$ cat src/rtl/rank_select_pkg.sv
package rank_select_pkg;

  // Map any requested rank onto the legal range 1..m.
  function automatic int clamp_rank(input int r, input int m);
    if (r < 1) return 1;
    if (r > m) return m;
    return r;
  endfunction

endpackage

$ cat src/rtl/rank_vote.sv
module rank_vote #(
  parameter int unsigned M  = 5,
  parameter int unsigned RW = $clog2(M + 1)
) (
  input  logic [M-1:0]  bits,
  input  logic [RW-1:0] thresh,
  output logic          hit
);
  logic [RW-1:0] ones;

  always_comb begin
    ones = '0;
    for (int w = 0; w < int'(M); w++) ones = ones + RW'(bits[w]);
  end

  assign hit = (ones >= thresh);
endmodule

$ cat src/rtl/rank_plane.sv
module rank_plane #(
  parameter int unsigned M     = 5,
  parameter int unsigned N     = 8,
  parameter int unsigned RW    = $clog2(M + 1),
  parameter int unsigned PLANE = N - 1
) (
  input  logic            clk,
  input  logic            rst_n,
  input  logic            adv,
  input  logic            vld_i,
  input  logic [RW-1:0]   rank_i,
  input  logic [M*N-1:0]  raw_i,
  input  logic [M-1:0]    lock_i,
  input  logic [M-1:0]    lval_i,
  input  logic [N-1:0]    res_i,
  output logic            vld_o,
  output logic [RW-1:0]   rank_o,
  output logic [M*N-1:0]  raw_o,
  output logic [M-1:0]    lock_o,
  output logic [M-1:0]    lval_o,
  output logic [N-1:0]    res_o
);
  logic [M-1:0] eff, lock_n, lval_n;
  logic [N-1:0] res_n;
  logic         dec;

  always_comb begin
    for (int w = 0; w < int'(M); w++)
      eff[w] = lock_i[w] ? lval_i[w] : raw_i[w*N + int'(PLANE)];
  end

  rank_vote #(.M(M), .RW(RW)) i_vote (.bits(eff), .thresh(rank_i), .hit(dec));

  always_comb begin
    for (int w = 0; w < int'(M); w++) begin
      lock_n[w] = lock_i[w] | (eff[w] != dec);
      lval_n[w] = lock_i[w] ? lval_i[w] : eff[w];
    end
    res_n        = res_i;
    res_n[PLANE] = dec;
  end

  always_ff @(posedge clk) begin
    if (!rst_n) begin
      vld_o  <= 1'b0;
      rank_o <= '0;
      raw_o  <= '0;
      lock_o <= '0;
      lval_o <= '0;
      res_o  <= '0;
    end else if (adv) begin
      vld_o  <= vld_i;
      rank_o <= rank_i;
      raw_o  <= raw_i;
      lock_o <= lock_n;
      lval_o <= lval_n;
      res_o  <= res_n;
    end
  end

  // only legal ranks reach a vote
  a_r4_rank_legal: assert property (@(posedge clk) disable iff (!rst_n)
    vld_i |-> (rank_i >= RW'(1) && rank_i <= RW'(M)));

  // a frozen word never thaws on its way down
  a_r2_lock_sticky: assert property (@(posedge clk) disable iff (!rst_n)
    (adv && vld_i) |=> ((lock_o & $past(lock_i)) == $past(lock_i)));

  // a stall holds every stage
  a_r8_stage_hold: assert property (@(posedge clk) disable iff (!rst_n)
    !adv |=> ($stable(vld_o) && $stable(res_o) && $stable(rank_o)));
endmodule

$ cat src/rtl/rank_select_top.sv
module rank_select_top #(
  parameter int unsigned M  = 5,
  parameter int unsigned N  = 8,
  parameter int unsigned RW = $clog2(M + 1)
) (
  input  logic           clk,
  input  logic           rst_n,
  input  logic           in_valid,
  output logic           in_ready,
  input  logic [M*N-1:0] in_words,
  input  logic [RW-1:0]  in_rank,
  output logic           out_valid,
  input  logic           out_ready,
  output logic [N-1:0]   out_word
);
  logic           vld_c  [N+1];
  logic [RW-1:0]  rank_c [N+1];
  logic [M*N-1:0] raw_c  [N+1];
  logic [M-1:0]   lock_c [N+1];
  logic [M-1:0]   lval_c [N+1];
  logic [N-1:0]   res_c  [N+1];
  logic           adv;

  assign adv       = !out_valid || out_ready;
  assign in_ready  = adv;

  assign vld_c[0]  = in_valid;
  assign rank_c[0] = RW'(rank_select_pkg::clamp_rank(int'(in_rank), int'(M)));
  assign raw_c[0]  = in_words;
  assign lock_c[0] = '0;
  assign lval_c[0] = '0;
  assign res_c[0]  = '0;

  for (genvar s = 0; s < int'(N); s++) begin : g_plane
    rank_plane #(.M(M), .N(N), .RW(RW), .PLANE(N - 1 - s)) i_plane (
      .clk   (clk),
      .rst_n (rst_n),
      .adv   (adv),
      .vld_i (vld_c[s]),
      .rank_i(rank_c[s]),
      .raw_i (raw_c[s]),
      .lock_i(lock_c[s]),
      .lval_i(lval_c[s]),
      .res_i (res_c[s]),
      .vld_o (vld_c[s+1]),
      .rank_o(rank_c[s+1]),
      .raw_o (raw_c[s+1]),
      .lock_o(lock_c[s+1]),
      .lval_o(lval_c[s+1]),
      .res_o (res_c[s+1])
    );
  end

  assign out_valid = vld_c[N];
  assign out_word  = res_c[N];

  // Survivors (never frozen) must all equal the chosen word, and one must exist.
  logic surv_ok;
  always_comb begin
    logic any, bad;
    any = 1'b0;
    bad = 1'b0;
    for (int w = 0; w < int'(M); w++) begin
      if (!lock_c[N][w]) begin
        any = 1'b1;
        if (raw_c[N][w*N +: N] != out_word) bad = 1'b1;
      end
    end
    surv_ok = any && !bad;
  end

  // a stalled result holds
  a_r8_hold: assert property (@(posedge clk) disable iff (!rst_n)
    (out_valid && !out_ready) |=> (out_valid && $stable(out_word)));

  // the result is one of the window's words
  a_r2_survivor: assert property (@(posedge clk) disable iff (!rst_n)
    out_valid |-> surv_ok);

  // fewer than r words sit above the result
  a_r2_above: assert property (@(posedge clk) disable iff (!rst_n)
    out_valid |-> ($countones(lock_c[N] & lval_c[N]) < int'(rank_c[N])));

  // at most M-r words sit below the result
  a_r2_below: assert property (@(posedge clk) disable iff (!rst_n)
    out_valid |-> ($countones(lock_c[N] & ~lval_c[N]) <= int'(M) - int'(rank_c[N])));
endmodule

$ cat config.mk
export PLATFORM = sky130hd
export DESIGN_NAME = rank_select_top
export DESIGN_NICKNAME = d
export VERILOG_FILES = /design/src/rtl/rank_select_pkg.sv /design/src/rtl/rank_vote.sv /design/src/rtl/rank_plane.sv /design/src/rtl/rank_select_top.sv
export SDC_FILE = /design/constraint.sdc
export NUM_CORES = 1
export LEC_CHECK = 0
export BUFFER_PORTS_ARGS = -buffer_cell sky130_fd_sc_hd__buf_4
export CAP_MARGIN = 15
export CORE_MARGIN = 3
export CORE_UTILIZATION = 40
export DETAILED_ROUTE_END_ITERATION = 8
export SLEW_MARGIN = 20
export SYNTH_ARGS = -nofsm -noshare
export SYNTH_HDL_FRONTEND = slang
export SYNTH_SLANG_ARGS = --single-unit
$ cat constraint.sdc
create_clock -name clk -period 3.7 [get_ports clk]
set_input_delay 0.555 -clock clk [delete_from_list [all_inputs] [get_ports clk]]
set_output_delay 0.555 -clock clk [all_outputs]
set_load 0.005 [all_outputs]
==> results.yml <==
finish:
  nets: 1466
  final_cells: 1775
  area_growth_pct: 11.4
  layout-drive-gt1-share_pct: 9.56
  insertedDiodeCount: 0
  final_area_sq_um: 13300
worst_setup_path:
  critical_path_class: "reg -> reg"
  crit_path_end_kind: "flop"
  arrival_ns: 3.39
  ff2ff_path_depth: 10
  cp-start-kind: "flop"
  worstReg2RegStart: "g_plane[1].i_plane.raw_o[29]"
  rrSetupSlack_ns: 0.74
  required_ns: 4.13
  crit_path_max_fanout: 6
  r2r_end: "g_plane[2].i_plane.lock_o[1]"
floorplanning:
  dieArea_sq_um: 32000
  die_w_um: 179
  die_h_um: 179
  start_util_pct: 41.1
  ioPinCount: 57
  core.rowCount: 62
  core_area_sq_um: 29100
cts:
  clock_latency_ns: 0.55
  hold_buffers: 0
  clock_sinks: 275
  postCtsSetupBuffers: 0
  cts_inserted_buffers: 29
  clk_pin_slew_ns: 0.06
  clock-root-buffer: "clkbuf_16"
  cts_max_level: 1
  clockBufferDepth: 3
  cts_resized: 0
  cts_tree: "yes"
placed_design:
  dpl.cell_count: 1724
  io_buffers: 56
  place_area_sq_um: 12400
  pre_cts_slack_ns: 0.555
  hpwl_um: 14600
  gp_congestion: 0.744
synthesis:
  synthArstFlopShare_pct: 0
  synth_top_cells_by_count: "449 x nand2_1, 275 x dfxtp_1, 176 x a21boi_1, 42 x inv_1, 42 x nor2_1"
  synth_edf_count: 0
  yosysSeqAreaShare_pct: 46.1
  mappedNetlistArea_sq_um: 12000
  ys.flop_type: "dfxtp_1"
  syn_avg_cell_area_sq_um: 8.75
  yosysMostFrequentCell: "nand2_1"
  synthDominantCellAreaShare_pct: 46.1
  synthTopCellsByArea: "dfxtp_1 46%, nand2_1 14%, a21boi_1 11%, ha_1 3.3%, fa_1 2.7%"
  synth_nets: 1461
  yosys_warnings: 0
  syn_inst: 1366
  synth_top_area_cell: "dfxtp_1"
  synth_seq_cells: 275
  synth_cell_types: 35
timing:
  finalHoldViolations: 0
  setup_ws_ns: 0.737
  tns_ns: 0
  period_share_pct: 80.1
  finClkSkew_ns: 0.0106
  setup_viol: 0
  drv_slew: 0
  tightest_slew_ns: 0.818
  rsz0062_at_grt: "no"
  post-route-min-period_ns: 2.96
  max_freq_mhz: 337
  maxSlewHeadroom_pct: 45.5
  holdWs_ns: 0.254
detailed_routing:
  drcViolationCount: 0
  final_antenna_net_count: 0
  via_per_inst: 4.86
  wl_um: 23400
  via_count: 8633
  wire_per_inst_um: 13.2
  drt-initial-drc-count: 495
  drt_first_pass_iters: 5
global_routing:
  grt_pass1_vias: 8521
  overflow: 0
  antenna_found_initial: 0
  grt_pass1_wl_um: 40600
  grt_usage_pct: 14.9
  grt_max_degree: 149
power:
  power.density_nw_per_um2: 502
  leakagePower_uw: 0.00549
  irDropWorstVdd_mv: 0.343
hold_path:
  hold_depth: 3
  hold_start: "in_words[34]"
  holdCritPathClass: "in -> reg"
  whs_endpoint: "g_plane[0].i_plane.raw_o[34]"
run:
  maxCapViolations: 0
status:
  outcome: "complete, no violations"
==> final cells by class <==
class                           count  area (sq um)
Inverter                           43           169
Fill cell                        2897         15800
Sequential cell                   275          5510
Tap cell                          384           480
Clock inverter                      3          55.1
Multi-Input combinational cell    954          5670
Timing Repair Buffer               68           527
Clock buffer                       48           907
==> per-layer routing <==
layer / vias to the layer above / share of wire, % / global-route usage [%]
li1: 4464 / - / -
met1: 4039 / 50 / 20.9
met2: 97 / 45 / 24.7
met3: 33 / 3.1 / 2.10
met4: 0 / 1.7 / 3.21
met5: - / 0 / 0
==> power breakdown <==
part           leakage (uW)  total, uW  internal [uW]  switching, uW
sequential          0.00226       3230           3120            112
clock              0.000474       2880           1730           1150
combinational       0.00276        582            298            284
==> state kept, by name (all words and copies together), names as in the netlist <==
register,count
g_plane.i_plane.raw_o,140
g_plane.i_plane.vld_o,8
g_plane.i_plane.rank_o,21
g_plane.i_plane.lval_o,35
g_plane.i_plane.lock_o,35
g_plane.i_plane.res_o,36
==> cells by family after synthesis <==
group / Yosys count / synth area share, %
DFF: 275 / 46.1
buffers and inverters: 137 / 6.50
and+or+nand+nor: 524 / 17.2
adders and majority gates: 48 / 6.03
AOI/OAI and AO/OA: 317 / 18.9
xor gates and xnor gates: 30 / 2.20
muxes: 35 / 3.06
==> metrics by stage <==
step | power (uW) | utilization (%)
global placement | 3870 | 42.5
detailed placement | 3890 | 42.5
finish | 6690 | 45.8
CTS | 6790 | 45.8
floorplan | 3710 | -
global route | 7010 | 45.8
==> layout by cell type (no fill, tap or decap), drive strengths merged <==
master  count
a21o        3
o21a        1
bufinv      1
inv        44
a21boi    211
clkbuf     48
o211ai      5
ha         32
fa         16
nand2     449
nor2       42
a21oi      38
a31oi       1
o21ai      38
nor2b       7
and2        1
nand2b      4
nand4       5
mux2       12
mux2i      23
nand3      10
o211a      20
nor3b       6
buf        68
xnor2      30
dfxtp     275
clkinv      1
==> critical path, stage by stage, from the launching register on <==
cell and delay [ns]:
dfxtp_1 0.45, mux2i_1 0.16, fa_1 0.50, inv_1 0.06, fa_1 0.42, ha_1 0.29
ha_1 0.28, nand2_1 0.06, o21ai_2 0.36, xnor2_1 0.17, a21oi_1 0.09
==> worst max path at each step <==
stage / start / end / slack, ns / depth (start not counted)
after floorplan: in_words[7] / g_plane[0].i_plane.lock_o[0] / 1.04 / 11
after global placement: in_words[7] / g_plane[0].i_plane.lock_o[3] / 0.58 / 12
after detailed placement: in_words[7] / g_plane[0].i_plane.lock_o[1] / 0.56 / 12
after CTS: g_plane[1].i_plane.raw_o[29] / g_plane[2].i_plane.lock_o[1] / 0.70 / 10
after global routing: g_plane[1].i_plane.raw_o[29] / g_plane[2].i_plane.lock_o[1] / 0.52 / 10
final: g_plane[1].i_plane.raw_o[29] / g_plane[2].i_plane.lock_o[1] / 0.74 / 10
Power figures use the tool's default switching activity.
